`src/rtl/tgen_pkg.sv`:
```
package tgen_pkg;

  typedef enum logic [1:0] {
    ADJ_KEEP     = 2'b00,
    ADJ_PLUS     = 2'b01,
    ADJ_MINUS    = 2'b10,
    ADJ_KEEP_ALT = 2'b11
  } adjCmd_e;

  // control -> datapath strobes
  typedef struct packed {
    logic    reloadA;  // first-stage counter reloads this cycle
    logic    useAdj;   // the reload starts a new conversion period
    logic    stepB;    // a filter period completed, not the last one
    logic    reloadB;  // conversion period completed
    adjCmd_e adjSel;   // command applied to an adjusted reload
  } tgenStrobe_t;

endpackage

```
`src/rtl/tgen_dp.sv`:
```
module tgen_dp
  import tgen_pkg::*;
#(
  parameter int A_W   = 5,
  parameter int ADJ_W = 6,
  parameter int B_W   = 6
) (
  input  logic             clk,
  input  logic             rst,
  input  logic [A_W-1:0]   aReg,
  input  logic [ADJ_W-1:0] adjReg,
  input  logic [B_W-1:0]   bReg,
  input  tgenStrobe_t      strobe,
  output logic             aDone,
  output logic             bDone
);
  localparam int SUM_W = ((A_W > ADJ_W) ? A_W : ADJ_W) + 2;
  localparam int CA_W  = SUM_W - 1;

  logic [CA_W-1:0]         cntA;
  logic [B_W-1:0]          cntB;
  logic [CA_W-1:0]         baseA;
  logic [CA_W-1:0]         adjA;
  logic [B_W-1:0]          baseB;
  logic signed [SUM_W-1:0] baseS;
  logic signed [SUM_W-1:0] adjS;
  logic signed [SUM_W-1:0] sumS;

  always_comb begin
    baseA = (aReg == '0) ? CA_W'(1) : CA_W'(aReg);
    baseB = (bReg == '0) ? B_W'(1) : bReg;
    baseS = signed'({1'b0, baseA});
    adjS  = signed'({{(SUM_W-ADJ_W){adjReg[ADJ_W-1]}}, adjReg});
    unique case (strobe.adjSel)
      ADJ_PLUS:  sumS = baseS + adjS;
      ADJ_MINUS: sumS = baseS - adjS;
      default:   sumS = baseS;
    endcase
    adjA = (sumS <= 0) ? CA_W'(1) : sumS[CA_W-1:0];
  end

  always_ff @(posedge clk) begin
    if (rst) begin
      cntA <= baseA;
      cntB <= baseB;
    end else begin
      if (strobe.reloadA) cntA <= strobe.useAdj ? adjA : baseA;
      else                cntA <= cntA - 1'b1;
      if (strobe.reloadB)    cntB <= baseB;
      else if (strobe.stepB) cntB <= cntB - 1'b1;
    end
  end

  assign aDone = (cntA == CA_W'(1));
  assign bDone = (cntB == B_W'(1));

endmodule

```
`src/rtl/tgen_ctrl.sv`:
```
module tgen_ctrl
  import tgen_pkg::*;
(
  input  logic        clk,
  input  logic        rst,
  input  logic [1:0]  cmd,
  input  logic        cmdValid,
  input  logic        aDone,
  input  logic        bDone,
  output tgenStrobe_t strobe,
  output logic        fclk,
  output logic        tick
);
  adjCmd_e cmdQ;
  logic    fclkQ;
  logic    tickQ;
  logic    periodEnd;
  logic    convEnd;

  // a filter period ends when the low half of it runs out
  assign periodEnd = aDone & ~fclkQ;
  assign convEnd   = periodEnd & bDone;

  always_ff @(posedge clk) begin
    if (rst) begin
      cmdQ  <= ADJ_KEEP;
      fclkQ <= 1'b1;
      tickQ <= 1'b0;
    end else begin
      tickQ <= convEnd;
      if (aDone) fclkQ <= ~fclkQ;
      if (convEnd)       cmdQ <= cmdValid ? adjCmd_e'(cmd) : ADJ_KEEP;
      else if (cmdValid) cmdQ <= adjCmd_e'(cmd);
    end
  end

  always_comb begin
    strobe.reloadA = aDone;
    strobe.useAdj  = convEnd;
    strobe.stepB   = periodEnd & ~bDone;
    strobe.reloadB = convEnd;
    strobe.adjSel  = cmdQ;
  end

  assign fclk = fclkQ;
  assign tick = tickQ;

endmodule

```
`src/rtl/tgen_path.sv`:
```
module tgen_path
  import tgen_pkg::*;
#(
  parameter int A_W   = 5,
  parameter int ADJ_W = 6,
  parameter int B_W   = 6
) (
  input  logic             clk,
  input  logic             rst,
  input  logic [A_W-1:0]   aReg,
  input  logic [ADJ_W-1:0] adjReg,
  input  logic [B_W-1:0]   bReg,
  input  logic [1:0]       cmd,
  input  logic             cmdValid,
  output logic             fclk,
  output logic             tick
);
  tgenStrobe_t strobe;
  logic        aDone;
  logic        bDone;

  tgen_ctrl u_ctrl (
    .clk      (clk),
    .rst      (rst),
    .cmd      (cmd),
    .cmdValid (cmdValid),
    .aDone    (aDone),
    .bDone    (bDone),
    .strobe   (strobe),
    .fclk     (fclk),
    .tick     (tick)
  );

  tgen_dp #(.A_W(A_W), .ADJ_W(ADJ_W), .B_W(B_W)) u_dp (
    .clk    (clk),
    .rst    (rst),
    .aReg   (aReg),
    .adjReg (adjReg),
    .bReg   (bReg),
    .strobe (strobe),
    .aDone  (aDone),
    .bDone  (bDone)
  );

endmodule

```
`src/rtl/conv_timing_gen.sv`:
```
module conv_timing_gen #(
  parameter int A_W   = 5,
  parameter int ADJ_W = 6,
  parameter int B_W   = 6
) (
  input  logic             clk,
  input  logic             rst,
  input  logic             syncMode,
  input  logic [A_W-1:0]   txAReg,
  input  logic [ADJ_W-1:0] txAdjReg,
  input  logic [B_W-1:0]   txBReg,
  input  logic [1:0]       txCmd,
  input  logic             txCmdValid,
  input  logic [A_W-1:0]   rxAReg,
  input  logic [ADJ_W-1:0] rxAdjReg,
  input  logic [B_W-1:0]   rxBReg,
  input  logic [1:0]       rxCmd,
  input  logic             rxCmdValid,
  output logic             txFclk,
  output logic             txTick,
  output logic             rxFclk,
  output logic             rxTick
);
  localparam int NPATH = 2;  // index 0 transmit, 1 receive

  logic [NPATH-1:0][A_W-1:0]   aRegs;
  logic [NPATH-1:0][ADJ_W-1:0] adjRegs;
  logic [NPATH-1:0][B_W-1:0]   bRegs;
  logic [NPATH-1:0][1:0]       cmds;
  logic [NPATH-1:0]            cmdValids;
  logic [NPATH-1:0]            fclkV;
  logic [NPATH-1:0]            tickV;

  assign aRegs     = {rxAReg, txAReg};
  assign adjRegs   = {rxAdjReg, txAdjReg};
  assign bRegs     = {rxBReg, txBReg};
  assign cmds      = {rxCmd, txCmd};
  assign cmdValids = {rxCmdValid, txCmdValid};

  for (genvar g = 0; g < NPATH; g++) begin : gPath
    tgen_path #(.A_W(A_W), .ADJ_W(ADJ_W), .B_W(B_W)) u_path (
      .clk      (clk),
      .rst      (rst),
      .aReg     (aRegs[g]),
      .adjReg   (adjRegs[g]),
      .bReg     (bRegs[g]),
      .cmd      (cmds[g]),
      .cmdValid (cmdValids[g]),
      .fclk     (fclkV[g]),
      .tick     (tickV[g])
    );
  end

  assign txFclk = fclkV[0];
  assign txTick = tickV[0];
  assign rxFclk = syncMode ? fclkV[0] : fclkV[1];
  assign rxTick = syncMode ? tickV[0] : tickV[1];

endmodule

```
`config.mk`:
```
export PLATFORM = sky130hd
export DESIGN_NAME = conv_timing_gen
export DESIGN_NICKNAME = d
export VERILOG_FILES = /design/src/rtl/tgen_pkg.sv /design/src/rtl/tgen_dp.sv /design/src/rtl/tgen_ctrl.sv /design/src/rtl/tgen_path.sv /design/src/rtl/conv_timing_gen.sv
export SDC_FILE = /design/constraint.sdc
export NUM_CORES = 1
export LEC_CHECK = 0
export CELL_PAD_IN_SITES_DETAIL_PLACEMENT = 0
export CELL_PAD_IN_SITES_GLOBAL_PLACEMENT = 1
export CORE_MARGIN = 2
export CORE_UTILIZATION = 51
export CTS_CLUSTER_DIAMETER = 60
export DETAILED_ROUTE_END_ITERATION = 7
export DONT_BUFFER_PORTS = 1
export GPL_TIMING_DRIVEN = 0
export PLACE_DENSITY = 0.95
export RECOVER_POWER = 100
export SLEW_MARGIN = 20
export SYNTH_ARGS = -nofsm -noshare
export SYNTH_HDL_FRONTEND = slang
export SYNTH_HIERARCHICAL = 1
export SYNTH_SLANG_ARGS = --single-unit
```
`constraint.sdc`:
```
create_clock -name clk -period 4.57 [get_ports clk]
set_input_delay 0.2285 -clock clk [delete_from_list [all_inputs] [get_ports clk]]
set_output_delay 0.2285 -clock clk [all_outputs]
set_load 0.02 [all_outputs]
```
Word-level counts from Yosys, hierarchy flattened
Index checks and enable logic that the tools add are counted.

Input port bits: 43. Output and inout bits: 4. Flip-flop bits (word level): 34. Logic and storage cells: 74.

Multiplexer cells: 28. Bitwise logic cells: 10. Add/subtract/negate cells: 8. Equal/unequal tests: 8. Magnitude comparators: 2. Reduce and logical (&&, ||, !) cells: 8.

Operators with widths (count): 7-bit two-way mux (8); 6-bit two-way mux (8); 8-bit case mux with 2 select lines (2); 8-bit by 1-bit less-or-equal comparator with 1-bit output, second input constant (2); 6-bit by 6-bit adder with 7-bit output (2); 7-bit by 1-bit equality test with 1-bit output, second input constant (2); 6-bit by 6-bit subtractor with 7-bit output (2); 7-bit by 1-bit subtractor with 7-bit output, second input constant (2); 6-bit by 1-bit equality test with 1-bit output, second input constant (2); 6-bit logical NOT (2); 2-bit two-way mux (6); 6-bit by 1-bit subtractor with 6-bit output, second input constant (2); 5-bit logical NOT (2); 5-bit two-way mux (2); 1-bit AND (6); 3-bit nonzero test (2); 2-bit by 1-bit equality test with 1-bit output, second input constant (2); 2-bit equality test, second input constant (2); 1-bit NOT (4); 2-bit nonzero test (2); 1-bit two-way mux (2).

Longest topological paths before layout
Gate-level depths: netlist of run 1.

Depth after elaboration: 9. Gate-level depth with buffers: 12. Depth with buffers taken out: 11.

By module
Netlist of run 1, hierarchy kept.

By module, submodules not included: tgen_dp (seq. area each 320.3 um^2, times used 2, cells an instance 158, area an instance 1252.5 um^2); tgen_ctrl (seq. area each 80.1 um^2, times used 2, cells an instance 18, area an instance 178.9 um^2); conv_timing_gen (seq. area each 0.0 um^2, times used 1, cells an instance 2, area an instance 22.5 um^2).

Least setup slack after synthesis of run 1
Ideal clock, no wire load.

Path kind: register to register. Start: reg gPath[0].u_path.u_ctrl.cmdQ[0]. End: reg gPath[0].u_path.u_dp.cntA[2]. Data arrival time: 2.318 ns. Stages on the path, launching flop included: 12. Setup slack: 2.182 ns. Clock period less this slack: 2.388 ns. Path buffers: 1. Data required time: 4.500 ns. Library setup time: 0.070 ns. Cells stage by stage: dfxtp_1 -> inv_1 -> ha_1 -> buf_1 -> mux2i_1 -> fa_1 -> a21oi_1 -> o21ai_2 -> a2111o_1 -> nand4_2 -> o211ai_1 -> a21oi_1.

Longest elaborated chain between the ends: 7. Elaborated cells on any way between the ends: 8. Those cells by class: 1 x order compare; 2 x eq/ne; 5 x mux.

RTL lines: from (decl) (line tgen_ctrl.sv:14) `adjCmd_e cmdQ;`; from (signal assigned) (line tgen_ctrl.sv:32) `if (convEnd) cmdQ <= cmdValid ? adjCmd_e'(cmd) : ADJ_KEEP;`; from (signal assigned) (line tgen_ctrl.sv:33) `else if (cmdValid) cmdQ <= adjCmd_e'(cmd);`; 2-bit equality test or 2-bit by 1-bit equality test with 1-bit output (tied branches) (line tgen_dp.sv:34) `unique case (strobe.adjSel)`; 8-bit case mux with 2 select lines (*) (line tgen_dp.sv:34); 8-bit by 1-bit less-or-equal comparator with 1-bit output (line tgen_dp.sv:39) `adjA = (sumS <= 0) ? CA_W'(1) : sumS[CA_W-1:0];`; 7-bit two-way mux (*) (line tgen_dp.sv:39); 7-bit two-way mux (*) (2 in a row) (line tgen_dp.sv:47) `if (strobe.reloadA) cntA <= strobe.useAdj ? adjA : baseA;`; 7-bit two-way mux (*) (line tgen_dp.sv:43) `if (rst) begin`; to (signal assigned) (line tgen_dp.sv:44) `cntA <= baseA;`; to (signal assigned) (line tgen_dp.sv:47); to (signal assigned) (line tgen_dp.sv:48) `else cntA <= cntA - 1'b1;`; to (decl) (line tgen_dp.sv:20) `logic [CA_W-1:0] cntA;`.

Mark *: on every way between the ends. The rest lies on a longest branch, timed or not. A chain may end at the register's enable or synchronous reset.

Worst setup path in the final report of run 1
Ends and elaborated chain as after synthesis.

==> impl_results.md, run 1 <==
- FMAX: 344 MHz
- CP Class: reg2reg
- Max-cap viol count: 0
- RSZ-0062 raised after global routing: no
- Fraction of final layout cells sized beyond drive strength 1: 5.80%
- DR vias/cell: 5.53
- Total CTS buffers: 5
- Seq/Total Area, Yosys: 27.8%
- Pleak: 1.13 nW
- Status: finished clean
- Crit path buffers/inverters: 2
- Post-CTS Resized: 0
- Total GRT Usage: 18.6%
- Multi-input gate area: 1840 sq um
- Worst-margin pin slew: 0.605 ns
- Routed WL per cell: 12.9 um
- CTS Sinks: 34
- Hold Crit Class: in2reg
- Hold Path End: gPath[0].u_path/u_ctrl/fclk$_SDFFE_PP1P_
- Worst-path clk slew: 0.07 ns
- Distinct cell type count after synthesis: 47
- WP data required: 4.79 ns
- EDFF count, synth: 12
- I/O Buffers: 0
- Post-synthesis mux area share: 1.47%
- Syn. warnings: 6
- CTS tree: done
- Storage element area: 801 sq um
- Nets: 428
- Cell family with most CP delay: compound AO/OA/AOI/OAI gates
- Die area: 6280 sq um
- Grt ovf: 0
- Synth area leaders: dfxtp_1 (15%), edfxtp_1 (12%), ha_1 (9.5%), xnor2_1 (8.5%), a21oi_1 (6.2%)
- Core Region: 5470 sq um
- Most used cell, CP: a21oi_1
- Max incr delay on CP: 0.46 ns
- Max-slew headroom: 59.5%
- Die Y: 79.2 um
- Ant. Diodes: 0
- Post-Synth Simple-Gate Area: 23.5%
- Residual DRC count: 0
- Area leader, netlist: dfxtp_1
- Worst skew pair latency: 0.29 ns
- GP Congestion: 0.846
- List of most frequent post-synthesis cells: nor2_1 (40), a21oi_1 (36), xnor2_1 (28), inv_1 (26)
- R2R Path Start: gPath[0].u_path/u_ctrl/cmdQ[0]$_SDFFE_PP0P_
- Reg2reg end: gPath[0].u_path/u_dp/cntA[2]$_DFF_P_
- Hold path startpoint: rst
- Largest net degree at the start of global routing: 15
- Final Hold Vio Count: 0
- Critical Path Slowest Stage Cell: fa_1
- Asr flop ratio synth: 0%
- Final Max Tran Viols: 0
- CP startpoint kind: flip-flop
- Post-synthesis xor/xnor area fraction: 10.3%
- Detail Route Antenna Nets: 0
- Buffer levels on the longest clock path: 2
- Vias: 2398
- Setup WS post-layout: 1.66 ns
- Power Density: 277 nW/um^2
- DP Wirelength: 4540 um
- Net Count, Synth: 421
- Initial antenna violation count: 0
- Arrival @ worst endpoint: 3.13 ns
- Post-synthesis cell area: 2890 sq um
- Post-Synth Adder-Cell Area: 10.9%
- Initial detailed-routing violation count: 136
- Max VDD drop: 0.131 mV
- Max Clock Skew: 0.00742 ns
- Worst slack, placed: 1.81 ns
- Root Buffer: clkbuf_8
- First-pass GRT wire length: 9490 um
- Mean post-synth cell area: 8.15 sq um
- Row cnt: 27
- Hold_buf cts: 0
- Worst Reg-to-Reg Cells: 11
- Fillers: 525
- Top-count cell post-synth: nor2_1
- DIE WIDTH: 79.2 um
- Synth Area in Compound Gates: 18.2%
- Initial Util: 52.7%
- Yosys reg bits: 34
- Reg2reg setup slack: 1.66 ns
- Vias in the first global route: 2270
- Most used flip-flop cell after synthesis: dfxtp_1
- Area Growth Syn to Fin: 4.86%
- Synth top area share: 15.3%
- Worst Setup End Kind: flip-flop
- Worst-path fanout max: 8
- H-tree Lvls: 2
- Largest family of logic cells by synthesized area: simple AND/OR/NAND/NOR gates
- Drt total wl: 5610 um
- Cells along the critical path: inv_1 > ha_1 > clkbuf_1 > mux2i_1 > fa_1 > a21oi_1 > o21ai_0 > a2111o_1 > nand4_1 > o211ai_1 > a21oi_1
- IO Count: 47
- Final setup viols: 0
- WHS Path Cells: 1
- Setup TNS Final: 0 ns
- Drt pass-1 iters: 4
- Fin crit period: 2.91 ns
- Setup bufs post-CTS: 0
- Mapped Cells: 354
- Final Cycle Share: 63.6%
-- state kept, by name (all words and copies together), names as in the netlist --
| name | count |
|---|---|
| gPath.u_path/u_dp/cntA | 14 |
| gPath.u_path/u_dp/cntB | 12 |
| gPath.u_path/u_ctrl/tick | 2 |
| gPath.u_path/u_ctrl/cmdQ | 4 |
| gPath.u_path/u_ctrl/fclk | 2 |
-- placed cells by master, fill, tap and decap left out, types with 12 or more instances in the layout --
master and instances:
inv_1 26, clkbuf_1 16, a21oi_1 36, nand2_1 20, xnor2_1 28, dfxtp_1 22, o22ai_1 14, nor2_1 40
ha_1 22, edfxtp_1 12, o21ai_0 12, nor3_1 12
-- per-stage QoR --
stage / std cells / hold WS (ns) / instance area (sq um) / power (mW) / util, %
finish: 434 / 0.0434 / 3030 / 0.837 / 55.3
CTS: 434 / 0.0345 / 3060 / 0.851 / 55.9
global placement: 426 / 0.332 / 2980 / 0.631 / 54.4
global route: 434 / 0.0339 / 3030 / 0.898 / 55.3
detailed placement: 426 / 0.338 / 2980 / 0.635 / 54.4
floorplan: 354 / 0.330 / 2890 / 0.588 / -
-- cell type report --
| cell class | instances | share of cell area, % |
|---|---|---|
| multi-input combinational | 272 | 60.8 |
| sequential | 34 | 26.5 |
| buffer | 22 | 3.72 |
| inverter | 26 | 3.23 |
| tap | 72 | 2.98 |
| clock buffer | 5 | 2.27 |
| clock inverter | 3 | 0.538 |
-- worst max path at each step --
| stage | startpoint | end | slack (ns) | cells past startpoint |
|---|---|---|---|---|
| 2_1_floorplan | gPath[0].u_path/u_ctrl/cmdQ[0]$_SDFFE_PP0P_ | gPath[0].u_path/u_dp/cntA[2]$_DFF_P_ | 2.18 | 11 |
| 3_3_place_gp | gPath[0].u_path/u_ctrl/cmdQ[0]$_SDFFE_PP0P_ | gPath[0].u_path/u_dp/cntA[4]$_DFF_P_ | 1.82 | 11 |
| 3_5_place_dp | gPath[0].u_path/u_ctrl/cmdQ[0]$_SDFFE_PP0P_ | gPath[0].u_path/u_dp/cntA[4]$_DFF_P_ | 1.81 | 11 |
| 4_1_cts | gPath[0].u_path/u_ctrl/cmdQ[0]$_SDFFE_PP0P_ | gPath[0].u_path/u_dp/cntA[4]$_DFF_P_ | 1.79 | 11 |
| 5_1_grt | gPath[1].u_path/u_ctrl/cmdQ[0]$_SDFFE_PP0P_ | gPath[1].u_path/u_dp/cntA[4]$_DFF_P_ | 1.38 | 11 |
| 6_report | gPath[0].u_path/u_ctrl/cmdQ[0]$_SDFFE_PP0P_ | gPath[0].u_path/u_dp/cntA[2]$_DFF_P_ | 1.66 | 11 |
-- logic make-up after synthesis --
family | count (synthesis)
buffers and inverters | 48
DFF | 34
muxes | 4
AOI/OAI and AO/OA | 86
xor gates and xnor gates | 34
adders and majority gates | 24
and+or+nand+nor | 124
-- metal layers --
layer  wire length [um]  part of all wire, %  vias up  GRT usage, %
li1                   -                    -     1266             -
met1               2750                   49     1067          24.2
met2               2510                   45       57          30.8
met3                272                  4.8        8          3.41
met4                 79                  1.4        0          6.21
met5                  0                    0        -             0
-- power breakdown --
part | switching (mW) | internal (mW)
clock | 0.109 | 0.104
combinational | 0.135 | 0.120
sequential | 0.0247 | 0.344
Note: power is estimated with default switching activity, not from simulation.
==> inputs of run 2 (changes only) <==
--- a/config.mk
+++ b/config.mk
@@ -8,12 +8,12 @@
 export CELL_PAD_IN_SITES_DETAIL_PLACEMENT = 0
 export CELL_PAD_IN_SITES_GLOBAL_PLACEMENT = 1
 export CORE_MARGIN = 2
-export CORE_UTILIZATION = 51
+export CORE_UTILIZATION = 48
 export CTS_CLUSTER_DIAMETER = 60
 export DETAILED_ROUTE_END_ITERATION = 7
 export DONT_BUFFER_PORTS = 1
 export GPL_TIMING_DRIVEN = 0
-export PLACE_DENSITY = 0.95
+export PLACE_DENSITY = 0.92
 export RECOVER_POWER = 100
 export SLEW_MARGIN = 20
 export SYNTH_ARGS = -nofsm -noshare
==> constraint.sdc (replaced) <==
create_clock -name clk -period 2.8 [get_ports clk]
set_input_delay 0.14 -clock clk [delete_from_list [all_inputs] [get_ports clk]]
set_output_delay 0.14 -clock clk [all_outputs]
set_load 0.02 [all_outputs]
==> impl_results.md, run 2 (synthesis gave the netlist of run 1 again) <==
- Area Growth Syn to Fin: 5.98%
- Core Region: 5850 sq um (+6.9%)
- Initial Util: 49.3% (-3.4 points)
- H-tree Lvls: 2 (unchanged)
- Hold Crit Class: in2reg
- Max-slew headroom: 59.4% (-0.14 points)
- Total CTS buffers: 5 (unchanged)
- Total GRT Usage: 17.7% (-0.87 points)
- Fin area: 3060 sq um (+1.1%)
- Final Max Tran Viols: 0 (unchanged)
- I/O Buffers: 0 (unchanged)
- Largest register FFs: 14 (unchanged)
- Vias in the first global route: 2189 (-3.6%)
- First-pass GRT wire length: 9300 um (-2.0%)
- GP Congestion: 0.810 (-4.3%)
- DP Wirelength: 4600 um (+1.5%)
- Residual DRC count: 0 (unchanged)
- IO Count: 47 (unchanged)
- CTS tree: done
- RSZ-0062 raised after global routing: no
- Detail Route Antenna Nets: 0 (unchanged)
- Max Clock Skew: 0.00689 ns (-0.000528 ns)
- Largest net degree at the start of global routing: 11 (-4)
- Setup WS post-layout: 0.215 ns (-1.45 ns)
- CTS Sinks: 34 (unchanged)
- Fin crit period: 2.58 ns (-0.323 ns)
- Setup bufs post-CTS: 0 (unchanged)
- Worst-path clk slew: 0.07 ns (about the same)
- Buffer levels on the longest clock path: 2 (unchanged)
- DIE WIDTH: 81.5 um (+2.9%)
- Ant. Diodes: 0 (unchanged)
- Final setup viols: 0 (unchanged)
- Top flop regs: gPath.u_path/u_dp/cntA x14, gPath.u_path/u_dp/cntB x12, gPath.u_path/u_ctrl/cmdQ x4
- WP data required: 3.01 ns (-1.78 ns)
- Power Density: 456 nW/um^2 (+65%)
- Max-cap viol count: 0 (unchanged)
- Initial detailed-routing violation count: 85 (-38%)
- Worst Setup End Kind: flip-flop
- Setup TNS Final: 0 ns (unchanged)
- Fraction of final layout cells sized beyond drive strength 1: 7.20% (+1.4 points)
- Cell Area, Placed: 2980 sq um (+0.13%)
- Worst-margin pin slew: 0.607 ns (+0.00210 ns)
- Final Cycle Share: 92.3% (+29 points)
- Drt pass-1 iters: 6 (+2)
- Most frequent cells in the layout: nor2_1 (40), a21oi_1 (36), xnor2_1 (28), inv_1 (26), dfxtp_1 (22)
- Worst slack, placed: 0.0585 ns (-1.76 ns)
- Die area: 6650 sq um (+5.9%)
- Most common cell after layout, fill and taps aside: nor2_1
- Arrival @ worst endpoint: 2.80 ns (-0.33 ns)
- Vias: 2400 (+0.083%)
- CP Class: reg2reg
- CP startpoint kind: flip-flop
- Drt total wl: 5840 um (+4.0%)
- Initial antenna violation count: 0 (unchanged)
- Root Buffer: clkbuf_8
- Pleak: 1.14 nW (+0.74%)
- Grt ovf: 0 (unchanged)
- Worst skew pair latency: 0.28 ns (about the same)
- DR vias/cell: 5.50 (-0.38%)
- Row cnt: 28 (+3.7%)
- Die Y: 81.5 um (+2.9%)
- Nets: 427 (-0.23%)
- Worst-path fanout max: 8 (unchanged)
- Routed WL per cell: 13.4 um (+3.5%)
- Status: finished clean
- FMAX: 387 MHz (+12%)
- Max VDD drop: 0.249 mV (+90%)
- Most flops, register: gPath.u_path/u_dp/cntA
- Final Hold Vio Count: 0 (unchanged)
-- run 2: power by group --
| part | leakage [nW] | total [mW] | internal (mW) | switching, mW |
|---|---|---|---|---|
| registers | 0.298 | 0.604 | 0.562 | 0.0419 |
| logic | 0.796 | 0.426 | 0.201 | 0.225 |
| clock network | 0.0482 | 0.365 | 0.198 | 0.167 |
-- run 2: through the flow --
| step | power [mW] | std cells | hold WS [ns] | utilization [%] |
|---|---|---|---|---|
| floorplan | 0.960 | 354 | 0.241 | - |
| global placement | 1.03 | 429 | 0.243 | 50.9 |
| detailed placement | 1.04 | 429 | 0.248 | 50.9 |
| CTS | 1.41 | 438 | 0.00121 | 52.7 |
| global route | 1.49 | 436 | 0.0130 | 52.3 |
| finish | 1.40 | 436 | 0.0117 | 52.3 |
-- run 2: what timing repair did --
action | 4_1_cts | 5_1_grt
endpoints found under the hold margin | 6 | 0
resized for setup | 0 | 3
hold buffers | 1 | 0
endpoints found under the setup margin | 0 | 12
-- run 2: layout make-up --
type                       count  area, sq um
buffer                        20          105
clock buffer                   7         86.3
clock inverter                 1         5.00
fill                         574         2790
inverter                      26         97.6
multi-input combinational    272         1860
sequential                    34          801
tap                           75         93.8
timing repair buffer           1         10.0
-- run 2: worst paths after layout --
path,startpoint,cells after the start,endpoint,slack (ns)
min reg2reg,gPath[1].u_path/u_dp/cntA[6]$_SDFF_PP0_,2,gPath[1].u_path/u_dp/cntA[6]$_SDFF_PP0_,0.54
min,txCmdValid,2,gPath[0].u_path/u_ctrl/cmdQ[0]$_SDFFE_PP0P_,0.01
max reg2reg,gPath[0].u_path/u_ctrl/cmdQ[0]$_SDFFE_PP0P_,10,gPath[0].u_path/u_dp/cntA[4]$_DFF_P_,0.22
max,gPath[0].u_path/u_ctrl/cmdQ[0]$_SDFFE_PP0P_,10,gPath[0].u_path/u_dp/cntA[4]$_DFF_P_,0.22
-- run 2: worst max-delay path, stage by stage, from the launching register on --
cell and delay [ns]:
dfxtp_1 0.33, inv_1 0.05, ha_2 0.24, mux2i_1 0.19
fa_1 0.44, a21oi_1 0.24, o21ai_2 0.12, a2111o_1 0.37
nand4_1 0.23, o211ai_1 0.13, a21oi_1 0.17
-- run 2: layer usage --
| metal | vias to the layer above | wire length [um] | track usage (%) |
|---|---|---|---|
| li1 | 1265 | - | - |
| met5 | - | 0 | 0 |
| met3 | 5 | 244 | 3.63 |
| met4 | 0 | 59 | 5.08 |
| met2 | 48 | 2690 | 29.6 |
| met1 | 1082 | 2850 | 23.0 |
